$ cat src/rtl/rtc_cal_pkg.sv
package rtc_cal_pkg;

  localparam int DATA_W   = 8;
  localparam int ADDR_W   = 3;
  localparam int SUB_LAST = 9;

  localparam logic [ADDR_W-1:0] ADDR_SEC   = 3'd0;
  localparam logic [ADDR_W-1:0] ADDR_MIN   = 3'd1;
  localparam logic [ADDR_W-1:0] ADDR_HOUR  = 3'd2;
  localparam logic [ADDR_W-1:0] ADDR_DATE  = 3'd3;
  localparam logic [ADDR_W-1:0] ADDR_MONTH = 3'd4;
  localparam logic [ADDR_W-1:0] ADDR_YEAR  = 3'd5;
  localparam logic [ADDR_W-1:0] ADDR_DOW   = 3'd6;
  localparam logic [ADDR_W-1:0] ADDR_SUB   = 3'd7;

  typedef struct packed {
    logic [3:0] sub;
    logic [6:0] sec;
    logic [6:0] min;
    logic [7:0] hour;
    logic [5:0] date;
    logic [4:0] month;
    logic [7:0] year;
    logic [2:0] dow;
  } calTime_t;

  typedef struct packed {
    logic              load;
    logic [ADDR_W-1:0] addr;
    logic [DATA_W-1:0] data;
    logic              clrSub;
    logic              advance;
    logic              snap;
  } calStrobe_t;

  // increment of a two-digit packed BCD value
  function automatic logic [7:0] bcdInc(input logic [7:0] v);
    logic [7:0] r;
    if (v[3:0] >= 4'd9) r = {v[7:4] + 4'd1, 4'd0};
    else                r = {v[7:4], v[3:0] + 4'd1};
    return r;
  endfunction

  function automatic logic yearIsLeap(input logic [7:0] y);
    logic res;
    if (!y[4]) res = (y[3:0] == 4'd0) || (y[3:0] == 4'd4) || (y[3:0] == 4'd8);
    else       res = (y[3:0] == 4'd2) || (y[3:0] == 4'd6);
    return res;
  endfunction

  // last date of a month, in BCD
  function automatic logic [5:0] lastDate(input logic [4:0] m, input logic [7:0] y);
    logic [5:0] d;
    case (m)
      5'h02:                      d = yearIsLeap(y) ? 6'h29 : 6'h28;
      5'h04, 5'h06, 5'h09, 5'h11: d = 6'h30;
      default:                    d = 6'h31;
    endcase
    return d;
  endfunction

endpackage

$ cat src/rtl/rtc_cal_ctrl.sv
module rtc_cal_ctrl
  import rtc_cal_pkg::*;
(
  input  logic              clk,
  input  logic              rst_n,
  input  logic              tick,
  input  logic              timeWrEn,
  input  logic              hostWe,
  input  logic [ADDR_W-1:0] hostAddr,
  input  logic [DATA_W-1:0] hostWdata,
  input  logic              hostStop,
  input  logic              readStart,
  output calStrobe_t        strobes,
  output logic              writeOpen
);

  logic accept;

  assign accept = hostWe && timeWrEn;

  // open from the first accepted write until the transaction ends
  always_ff @(posedge clk) begin
    if (!rst_n)        writeOpen <= 1'b0;
    else if (accept)   writeOpen <= 1'b1;
    else if (hostStop) writeOpen <= 1'b0;
  end

  always_comb begin
    strobes.load    = accept && (hostAddr != ADDR_SUB);
    strobes.addr    = hostAddr;
    strobes.data    = hostWdata;
    strobes.clrSub  = accept || (hostStop && writeOpen);
    strobes.advance = tick && !writeOpen && !accept;
    strobes.snap    = readStart;
  end

endmodule

$ cat src/rtl/rtc_cal_dp.sv
module rtc_cal_dp
  import rtc_cal_pkg::*;
(
  input  logic              clk,
  input  logic              rst_n,
  input  calStrobe_t        strobes,
  input  logic [ADDR_W-1:0] rdAddr,
  output calTime_t          curTime,
  output calTime_t          snapTime,
  output logic [DATA_W-1:0] rdData
);

  localparam int N_FIELDS = 1 << ADDR_W;

  calTime_t nextTime;
  calTime_t resetTime;

  logic carrySub, carrySec, carryMin, carryDay, carryDate, carryMon;
  logic [7:0] secInc, minInc, hrInc, dateInc, monInc, yrInc;

  assign resetTime = '{sub: 4'd0, sec: 7'h00, min: 7'h00, hour: 8'h00,
                       date: 6'h01, month: 5'h01, year: 8'h00, dow: 3'd0};

  assign secInc  = bcdInc({1'b0, curTime.sec});
  assign minInc  = bcdInc({1'b0, curTime.min});
  assign hrInc   = bcdInc({3'b000, curTime.hour[4:0]});
  assign dateInc = bcdInc({2'b00, curTime.date});
  assign monInc  = bcdInc({3'b000, curTime.month});
  assign yrInc   = bcdInc(curTime.year);

  // ripple of all carries for one tick
  always_comb begin
    nextTime = curTime;
    carryDay = 1'b0;

    carrySub = (curTime.sub >= 4'(SUB_LAST));
    nextTime.sub = carrySub ? 4'd0 : curTime.sub + 4'd1;

    carrySec = carrySub && (curTime.sec >= 7'h59);
    if (carrySub) nextTime.sec = carrySec ? 7'h00 : secInc[6:0];

    carryMin = carrySec && (curTime.min >= 7'h59);
    if (carrySec) nextTime.min = carryMin ? 7'h00 : minInc[6:0];

    if (carryMin) begin
      if (curTime.hour[7]) begin
        if (curTime.hour[5:0] >= 6'h23) begin
          nextTime.hour = 8'h80;
          carryDay      = 1'b1;
        end else begin
          nextTime.hour = {2'b10, bcdInc({2'b00, curTime.hour[5:0]})[5:0]};
        end
      end else begin
        if (curTime.hour[4:0] == 5'h11) begin
          nextTime.hour = {2'b00, ~curTime.hour[5], 5'h12};
          carryDay      = curTime.hour[5];
        end else if (curTime.hour[4:0] >= 5'h12) begin
          nextTime.hour = {2'b00, curTime.hour[5], 5'h01};
        end else begin
          nextTime.hour = {2'b00, curTime.hour[5], hrInc[4:0]};
        end
      end
    end

    carryDate = carryDay && (curTime.date >= lastDate(curTime.month, curTime.year));
    if (carryDay) nextTime.date = carryDate ? 6'h01 : dateInc[5:0];

    carryMon = carryDate && (curTime.month >= 5'h12);
    if (carryDate) nextTime.month = carryMon ? 5'h01 : monInc[4:0];

    if (carryMon) nextTime.year = (curTime.year >= 8'h99) ? 8'h00 : yrInc;

    if (carryDay) nextTime.dow = (curTime.dow >= 3'd6) ? 3'd0 : curTime.dow + 3'd1;
  end

  always_ff @(posedge clk) begin
    if (!rst_n) begin
      curTime <= resetTime;
    end else if (strobes.load) begin
      curTime.sub <= 4'd0;
      case (strobes.addr)
        ADDR_SEC:   curTime.sec   <= strobes.data[6:0];
        ADDR_MIN:   curTime.min   <= strobes.data[6:0];
        ADDR_HOUR:  curTime.hour  <= {strobes.data[7], 1'b0, strobes.data[5:0]};
        ADDR_DATE:  curTime.date  <= strobes.data[5:0];
        ADDR_MONTH: curTime.month <= strobes.data[4:0];
        ADDR_YEAR:  curTime.year  <= strobes.data;
        ADDR_DOW:   curTime.dow   <= strobes.data[2:0];
        default:    curTime.sub   <= 4'd0;
      endcase
    end else if (strobes.clrSub) begin
      curTime.sub <= 4'd0;
    end else if (strobes.advance) begin
      curTime <= nextTime;
    end
  end

  always_ff @(posedge clk) begin
    if (!rst_n)            snapTime <= resetTime;
    else if (strobes.snap) snapTime <= curTime;
  end

  // read view of the snapshot, one byte per field address
  logic [DATA_W-1:0] fieldView [N_FIELDS];

  generate
    for (genvar g = 0; g < N_FIELDS; g++) begin : g_view
      always_comb begin
        case (ADDR_W'(g))
          ADDR_SEC:   fieldView[g] = {1'b0, snapTime.sec};
          ADDR_MIN:   fieldView[g] = {1'b0, snapTime.min};
          ADDR_HOUR:  fieldView[g] = snapTime.hour;
          ADDR_DATE:  fieldView[g] = {2'b00, snapTime.date};
          ADDR_MONTH: fieldView[g] = {3'b000, snapTime.month};
          ADDR_YEAR:  fieldView[g] = snapTime.year;
          ADDR_DOW:   fieldView[g] = {5'b00000, snapTime.dow};
          default:    fieldView[g] = {4'b0000, snapTime.sub};
        endcase
      end
    end
  endgenerate

  assign rdData = fieldView[rdAddr];

endmodule

$ cat src/rtl/rtc_calendar.sv
module rtc_calendar
  import rtc_cal_pkg::*;
(
  input  logic              clk,
  input  logic              rst_n,
  input  logic              tick,
  input  logic              timeWrEn,
  input  logic              hostWe,
  input  logic [ADDR_W-1:0] hostAddr,
  input  logic [DATA_W-1:0] hostWdata,
  input  logic              hostStop,
  input  logic              readStart,
  output logic [DATA_W-1:0] hostRdata
);

  calStrobe_t strobes;
  calTime_t   curTime;
  calTime_t   snapTime;
  logic       writeOpen;

  rtc_cal_ctrl i_ctrl (
    .clk       (clk),
    .rst_n     (rst_n),
    .tick      (tick),
    .timeWrEn  (timeWrEn),
    .hostWe    (hostWe),
    .hostAddr  (hostAddr),
    .hostWdata (hostWdata),
    .hostStop  (hostStop),
    .readStart (readStart),
    .strobes   (strobes),
    .writeOpen (writeOpen)
  );

  rtc_cal_dp i_dp (
    .clk      (clk),
    .rst_n    (rst_n),
    .strobes  (strobes),
    .rdAddr   (hostAddr),
    .curTime  (curTime),
    .snapTime (snapTime),
    .rdData   (hostRdata)
  );

endmodule

$ cat config.mk
export PLATFORM = sky130hd
export DESIGN_NAME = rtc_calendar
export DESIGN_NICKNAME = d
export VERILOG_FILES = /design/src/rtl/rtc_cal_pkg.sv /design/src/rtl/rtc_cal_ctrl.sv /design/src/rtl/rtc_cal_dp.sv /design/src/rtl/rtc_calendar.sv
export SDC_FILE = /design/constraint.sdc
export NUM_CORES = 1
export LEC_CHECK = 0
export CAP_MARGIN = 20
export CORE_AREA = 3 3 110 112
export CTS_BUF_LIST = sky130_fd_sc_hd__clkbuf_8
export DETAILED_ROUTE_END_ITERATION = 16
export DIE_AREA = 0 0 113 115
export PLACE_DENSITY = 0.67
export SYNTH_ARGS = -nofsm -noshare
export SYNTH_HDL_FRONTEND = slang
export SYNTH_SLANG_ARGS = --single-unit
$ cat constraint.sdc
create_clock -name clk -period 6.6 [get_ports clk]
set_clock_uncertainty 0.2 [all_clocks]
set_input_delay 0.66 -clock clk [delete_from_list [all_inputs] [get_ports clk]]
set_output_delay 0.66 -clock clk [all_outputs]
set_load 0.02 [all_outputs]
After elaboration in Yosys (flattened, before gate mapping)
Index checks and enable logic that the tools add are counted.
- register bits after elaboration: 97
- bits of input ports: 18
- output and inout port bits: 8
- word-level logic and storage cells: 180
- add/sub/neg operators: 15
- order comparisons: 16
- equality and inequality tests: 26
- muxes and demuxes: 48
- bitwise operators: 3
- reductions and logical operators: 48
- operator list (operator ; count):
    $mux 44 ; 2
    $mux 8 ; 10
    $mux 7 ; 8
    $mux 48 ; 1
    $mux 6 ; 6
    $add 4x1->4 const B ; 8
    $ge 4x4->1 const B ; 8
    $mux 5 ; 6
    $reduce_and 4->1 ; 7
    $reduce_and 5->1 ; 5
    $bmux 8 s3 ; 1
    $reduce_bool 3->1 ; 6
    $ne 2x1->1 const B ; 8
    $reduce_bool 2->1 ; 8
    $ge 7x7->1 const B ; 2
    $pmux 6 s2 ; 1
    $reduce_and 6->1 ; 2
    $eq 5x3->1 const B ; 2
    $eq 5x5->1 const B ; 2
    $ge 5x5->1 const B ; 2
    $add 3x1->3 const B ; 3
    $eq 3x3->1 const B ; 3
    $logic_and 1x1->1 ; 9
    $mux 1 ; 9
    26 further kinds ; 37

Depth between registers and ports, before layout
Gate-level depths: netlist (run 1).
- word-level depth: 15
- gate-level depth with buffers: 15

Modules after synthesis
A second synthesis (run 1) with hierarchy kept.
- cells, all modules: 656
- area, all modules: 5790.6 µm²
- by module, submodules not included (module ; instances ; cells each ; area each (µm²) ; seq. area each (µm²)):
    rtc_cal_dp ; 1 ; 636 ; 5640.4 ; 1881.8
    rtc_cal_ctrl ; 1 ; 20 ; 150.1 ; 20.0

Worst setup path after synthesis (run 1)
Ideal clock, no wire load.
- path kind: register to register
- start point: reg i_dp.curTime[3] (netlist name)
- end point: reg i_dp.curTime[5] (netlist name)
- library setup time: 0.116 ns
- arrival time: 2.805 ns
- required time: 6.284 ns
- slack: 3.479 ns
- cell stages (with the launch flop): 16
- cells stage by stage: dfxtp_1 inv_1 ha_1 nand2b_1 a21boi_0 o221ai_1 a21oi_1 a31oi_1 ha_1 nor4b_1 o21ai_0 o21ai_4 nor4_4 buf_2 o22ai_1 a31o_1
- cells in the longest elaborated chain, start to end: 12
- elaborated cells between the ends (all ways): 26
- those cells by class: add/sub (1); order compare (3); eq/ne (4); mux (10); reduce/logical (8)
- RTL lines (item ; line ; RTL):
    $eq 4x3->1 / $logic_not 4->1 (equally long branches) ; rtc_cal_pkg.sv:46 ; if (!y[4]) res = (y[3:0] == 4'd0) || (y[3:0] == 4'd4) || (y[3:0] == 4'd8);
    $logic_or 1x1->1 (2 in series) ; rtc_cal_pkg.sv:46 ;
    $mux 1 ; rtc_cal_pkg.sv:46 ;
    $mux 1 ; rtc_cal_pkg.sv:54 ; case (m)
    $mux 1 ; rtc_cal_pkg.sv:55 ; 5'h02: d = yearIsLeap(y) ? 6'h29 : 6'h28;
    $pmux 6 s2 ; rtc_cal_pkg.sv:54 ;
    $ge 6x6->1 ; rtc_cal_dp.sv:65 ; carryDate = carryDay && (curTime.date >= lastDate(curTime.month, curTime.year));
    $logic_and 1x1->1 ; rtc_cal_dp.sv:65 ;
    $logic_and 1x1->1 ; rtc_cal_dp.sv:68 ; carryMon = carryDate && (curTime.month >= 5'h12);
    $reduce_bool 2->1 (no source line) ; n/a ;
    $reduce_and 4->1 (no source line) ; n/a ;
Parallel ways exist; a longest one is shown, timed or not. The select of a mux whose other input is x is not followed.
A chain may end at the register's enable or synchronous reset.

Worst setup path in the final report (run 1)
- start point: in hostAddr[1]
- end point: out hostRdata[1]
- cells in the longest elaborated chain, start to end: 4
- RTL lines (item ; line ; RTL):
    from (decl) ; rtc_calendar.sv:9 ; input logic [ADDR_W-1:0] hostAddr,
    $not 3->4 (not written as such) ; rtc_cal_dp.sv:123 ; assign rdData = fieldView[rdAddr];
    $bmux 8 s3 ; rtc_cal_dp.sv:123 ;
    $mux 8 (not written as such) (2 in series) ; rtc_cal_dp.sv:123 ;
    to (decl) ; rtc_calendar.sv:13 ; output logic [DATA_W-1:0] hostRdata
No other way between the ends. The select of a mux whose other input is x is not followed.

==> results.json, run 1 <==
{
  "status": "finished, final reports clean",
  "rrSetupSlack_ps": 2830,
  "first_pass_iters": 5,
  "cts_max_level": 3,
  "cts_made_buffers": 9,
  "worstMarginPinSlew_ps": 942,
  "setup_viol": 0,
  "final_cell_mix": "95 x dfxtp_1, 73 x nor2_1, 57 x mux2i_1",
  "crit_path_end": "hostRdata[1]",
  "tns_ps": 0,
  "cts_tree": "built",
  "crit_top_cell": "clkdlybuf4s50_1",
  "ys_warn_count": 0,
  "grt_pass1_wl_um": 24700,
  "first_iter_violations": 433,
  "via_per_inst": 6.14,
  "diodes": 0,
  "die_x_um": 113,
  "die_area_mm2": 0.0130,
  "cp.depth": 4,
  "cts_resized": 0,
  "period_needed_ps": 3990,
  "ys_seq_area_frac": 0.340,
  "powerDensity_mw_per_mm2": 183,
  "synth.avg_cell_area_um2": 8.96,
  "hold_viol_final": 0,
  "ys_ff_latch": 95,
  "ant_nets": 0,
  "grt_start_max_net_pins": 53,
  "rows": 39,
  "post_cts_buffers": 0,
  "clk_latency_ps": 370,
  "fin_total_pwr_mw": 1.12,
  "cts_buffer_depth": 2,
  "cts_hold_buf": 0,
  "cp_cell_sequence": "clkdlybuf4s50_1 > mux4_2 > mux2_2 > clkdlybuf4s50_1",
  "async_flop_share": 0,
  "start_util": 0.494,
  "critPathLaunchType": "input pin",
  "dpl.hpwl_um": 11000,
  "gp_congestion": 0.855,
  "cts-root-buf": "clkbuf_8",
  "finalNetCount": 688,
  "synth_nets": 680,
  "synthDistinctLibCells": 77,
  "core_region_area_mm2": 0.0113,
  "r2r-end": "i_dp.curTime[5]$_SDFFE_PN0P_",
  "cts_sinks": 95,
  "p_leak_nw": 2.50,
  "synth_ff_type": "dfxtp_1",
  "vias": 4778,
  "grt_pass1_vias": 4536,
  "slowest_stage": "clkdlybuf4s50_1",
  "irDropWorstVdd_uv": 93.0,
  "layout_commonest_cell": "dfxtp_1",
  "path_max_fanout": 19,
  "end_kind": "primary output",
  "grtUsageTotal": 0.243,
  "post-route-period-util": 0.604,
  "wl_per_cell_um": 19.7,
  "min_path_type": "reg2reg",
  "maxCapViolCount": 0,
  "worstPathRequired_ps": 5740,
  "clk_pin_slew_ps": 100,
  "cpPeakStageDelay_ps": 1040,
  "die_h_um": 115,
  "synth.area.top_cells": "dfxtp_1 34%, mux2i_1 10%, ha_1 8.5%",
  "fmax_mhz": 251,
  "yosysTopAreaCell": "dfxtp_1",
  "relSlewSlack": 0.372,
  "rsz0062_at_grt": "no",
  "synth_cells": 624,
  "worstSetupPathType": "in2out",
  "r2r_start": "i_dp.curTime[3]$_SDFFE_PN0P_",
  "critPathLaunch": "hostAddr[1]",
  "ff2ff_path_depth": 14,
  "drive_gt1_frac": 0.0850,
  "worstPathArrival_ps": 3130,
  "ios": 26,
  "wl_um": 15300,
  "synth_top_area_share": 0.340,
  "drc": 0,
  "worst-path-buf-inv": 2,
  "syn_area_mm2": 0.00559,
  "gr-total-overflow": 0,
  "syn_to_final_growth_pct": 9.26,
  "port_buffers": 25,
  "synth-edff-count": 0,
  "critPathTopFamily": "buffers and inverters",
  "grt_antenna_before_repair": 0,
  "slew_viol_final": 0
}
Yosys cell counts, types with 3 or more instances:
| cell | count |
|---|---|
| or3_1 | 4 |
| nor3b_1 | 3 |
| and3_1 | 4 |
| mux2_2 | 7 |
| mux4_2 | 9 |
| o21ai_0 | 29 |
| o311a_1 | 4 |
| nor3_1 | 9 |
| a32o_1 | 3 |
| and2_1 | 6 |
| o22ai_1 | 7 |
| buf_2 | 5 |
| nand2_1 | 49 |
| o31a_1 | 5 |
| nand2b_1 | 11 |
| ha_1 | 38 |
| nand3b_1 | 3 |
| nand3_1 | 16 |
| nor2_1 | 73 |
| inv_1 | 31 |
| a31oi_1 | 8 |
| a31o_1 | 3 |
| o31ai_1 | 8 |
| a21oi_1 | 20 |
| nand4b_1 | 3 |
| xor2_1 | 3 |
| clkbuf_1 | 20 |
| o21ai_1 | 5 |
| o211ai_1 | 5 |
| o41ai_1 | 3 |
| o21a_1 | 7 |
| nor4_1 | 4 |
| o221ai_1 | 3 |
| o211a_1 | 4 |
| mux2i_1 | 57 |
| buf_1 | 8 |
| dfxtp_1 | 95 |
worst min path at each step:
stage,from,to,cells after the start
2_1_floorplan,i_dp.snapTime[16]$_SDFFE_PN1P_,i_dp.snapTime[16]$_SDFFE_PN1P_,2
3_3_place_gp,i_dp.snapTime[21]$_SDFFE_PN0P_,i_dp.snapTime[21]$_SDFFE_PN0P_,2
3_5_place_dp,i_dp.snapTime[9]$_SDFFE_PN0P_,i_dp.snapTime[9]$_SDFFE_PN0P_,2
4_1_cts,i_dp.snapTime[9]$_SDFFE_PN0P_,i_dp.snapTime[9]$_SDFFE_PN0P_,2
5_1_grt,i_dp.snapTime[16]$_SDFFE_PN1P_,i_dp.snapTime[16]$_SDFFE_PN1P_,2
6_report,i_dp.snapTime[19]$_SDFFE_PN0P_,i_dp.snapTime[19]$_SDFFE_PN0P_,2
sequential cells by signal (all words and copies together), names as in the netlist:
signal / count
i_dp.snapTime: 47
i_ctrl.writeOpen: 1
i_dp.curTime: 47
metal layers:
layer  up-vias  GRT usage  part of all wire
met4         0     0.0938             0.030
li1       2296          -                 -
met5         -          0                 0
met1      2280      0.336              0.45
met2       169      0.378              0.45
met3        33     0.0442             0.064
power breakdown:
| part | internal, mW | switching [mW] |
|---|---|---|
| registers | 0.582 | 0.0137 |
| clock network | 0.177 | 0.219 |
| logic | 0.0475 | 0.0766 |
through the flow:
| step | worst slack (ps) | cell area, µm² | hold WS, ps | util | std cells |
|---|---|---|---|---|---|
| floorplan | 3480 | 5590 | 236 | - | 624 |
| global placement | 2650 | 5920 | 268 | 0.523 | 764 |
| detailed placement | 2620 | 5920 | 281 | 0.523 | 764 |
| CTS | 2610 | 6110 | 305 | 0.540 | 778 |
| global route | 2470 | 6110 | 336 | 0.540 | 778 |
| finish | 2610 | 6110 | 307 | 0.540 | 778 |
worst reg2reg max path, cell delays in order (launching register included):
cell      delay (ps)
dfxtp_1          530
inv_1            140
ha_1             230
nand2b_1          90
a21boi_0         210
o221ai_1         150
a21oi_1          160
a31oi_1           70
ha_1             290
nor4b_1           50
o21ai_0          340
o21ai_4          180
nor4_4           610
o22ai_1          190
a31o_1           240
layout make-up:
type                       count  area [µm²]
multi-input combinational    464        3440
timing repair buffer          30         278
tap                          143         179
clock buffer                   9         124
clock inverter                 5        67.6
fill                        1038        5210
inverter                      32         120
sequential                    95        1900
cells by family (layout without fill, tap and decap cells):
kind of cell,after synthesis,after routing,share of synthesized area
fa+ha+maj,38,38,0.0850
buf+inv,65,76,0.0447
mux,73,73,0.152
flops,95,95,0.340
simple gates,200,200,0.178
xor+xnor,4,4,0.00626
compound gates,149,149,0.194
Note: power is estimated with default switching activity, not from simulation.
==> run 2: changes to the inputs <==
Clock period 6.6 ns to 3.7 ns, I/O delays scaled along.
==> run 2 against run 1 <==
Final cell count up 2.2%. Die area did not move. Worst setup slack lost 2300 ps. Critical path type is now reg2reg. Utilization rose by 0.75 points. Count of clock-buffer cells in the layout unchanged. Sequential share of layout area fell by 0.43 points.
==> results.json, run 2 (synthesis results as in run 1) <==
{
  "hold_viol_final": 0,
  "largest_registers": "i_dp.curTime: 47 flops, i_dp.snapTime: 47 flops, i_ctrl.writeOpen: 1 flops",
  "gp_congestion": 0.917,
  "cts_buffer_depth": 2,
  "cts_hold_buf": 0,
  "setup_viol": 0,
  "port_buffers": 25,
  "die_h_um": 115,
  "grt_pass1_vias": 4619,
  "p_leak_nw": 2.56,
  "cts_made_buffers": 9,
  "syn_to_final_growth_pct": 10.8,
  "diodes": 0,
  "drc": 0,
  "end_kind": "flip-flop",
  "clk_pin_slew_ps": 100,
  "cts_sinks": 95,
  "ios": 26,
  "final_cell_mix": "95 x dfxtp_1, 73 x nor2_1, 57 x mux2i_1",
  "irDropWorstVdd_uv": 141,
  "worstPathArrival_ps": 3450,
  "ant_nets": 0,
  "vias": 4851,
  "start_util": 0.494,
  "first_iter_violations": 404,
  "dpl.hpwl_um": 11400,
  "first_pass_iters": 6,
  "layout_commonest_cell": "dfxtp_1",
  "place_ws_ps": 378,
  "grt_start_max_net_pins": 52,
  "grtUsageTotal": 0.248,
  "grt_pass1_wl_um": 25000,
  "clk_latency_ps": 380,
  "grt_antenna_before_repair": 0,
  "powerDensity_mw_per_mm2": 311,
  "die_area_mm2": 0.0130,
  "rows": 39,
  "status": "finished, final reports clean",
  "min_path_type": "reg2reg",
  "finalNetCount": 703,
  "maxCapViolCount": 0,
  "worstMarginPinSlew_ps": 931,
  "path_max_fanout": 11,
  "gr-total-overflow": 0,
  "die_x_um": 113,
  "relSlewSlack": 0.375,
  "fmax_mhz": 295,
  "critPathLaunchType": "flip-flop",
  "cts-root-buf": "clkbuf_8",
  "rsz0062_at_grt": "no",
  "tns_ps": 0,
  "wl_per_cell_um": 19.8,
  "drive_gt1_frac": 0.107,
  "wl_um": 15800,
  "post_cts_buffers": 0,
  "fin_ws_ps": 315,
  "cts_resized": 0,
  "period_needed_ps": 3380,
  "slew_viol_final": 0,
  "cts_tree": "built",
  "core_region_area_mm2": 0.0113,
  "cts_max_level": 3,
  "via_per_inst": 6.10,
  "worstSetupPathType": "reg2reg",
  "worstPathRequired_ps": 3760,
  "post-route-period-util": 0.915
}
-- run 2: worst max-delay path, stage by stage, from the launching register on --
cell	delay, ps
dfxtp_1	460
inv_1	120
ha_1	210
nand2b_1	80
a21boi_0	170
o221ai_1	140
a21oi_1	160
a31oi_1	60
ha_1	280
nor4b_1	40
o21ai_0	310
o21ai_4	180
nor4_4	280
buf_4	220
o221ai_1	160
o311a_1	170
-- run 2: power breakdown --
part	total (mW)	internal (mW)	switching [mW]
logic	0.235	0.0936	0.141
clock network	0.628	0.240	0.388
registers	1.06	1.04	0.0241
-- run 2: cell type report --
| cell class | count | area, µm² |
|---|---|---|
| fillers | 1063 | 5120 |
| multi-input cells | 464 | 3440 |
| flip-flops and latches | 95 | 1900 |
| repair buffers | 45 | 390 |
| well taps | 143 | 179 |
| clock buffers | 9 | 124 |
| inverters | 32 | 120 |
| clock inverters | 7 | 40.0 |
-- run 2: worst paths after layout --
kind         slack (ps)  cells after the start                        endpoint                      startpoint
max                 320                     15    i_dp.curTime[3]$_SDFFE_PN0P_    i_dp.curTime[3]$_SDFFE_PN0P_
min                 290                      2  i_dp.snapTime[16]$_SDFFE_PN1P_  i_dp.snapTime[16]$_SDFFE_PN1P_
max reg2reg         320                     15    i_dp.curTime[3]$_SDFFE_PN0P_    i_dp.curTime[3]$_SDFFE_PN0P_
min reg2reg         290                      2  i_dp.snapTime[16]$_SDFFE_PN1P_  i_dp.snapTime[16]$_SDFFE_PN1P_
-- run 2: metal layers --
metal / track usage / wire, µm / part of all wire / vias up
met5: 0 / 0 / 0 / -
met4: 0.107 / 420 / 0.027 / 0
met3: 0.0389 / 1010 / 0.064 / 34
met2: 0.390 / 7150 / 0.45 / 136
met1: 0.339 / 7170 / 0.46 / 2360
li1: - / - / - / 2321
-- run 2: through the flow --
step                instance area (µm²)  std cells  total power [mW]  utilization  hold WS [ps]
floorplan                          5590        624              1.23            -           236
global placement                   6030        779              1.31        0.533           260
detailed placement                 6030        779              1.32        0.533           265
CTS                                6200        795              1.93        0.547           291
global route                       6200        795              1.99        0.547           322
finish                             6200        795              1.92        0.547           292
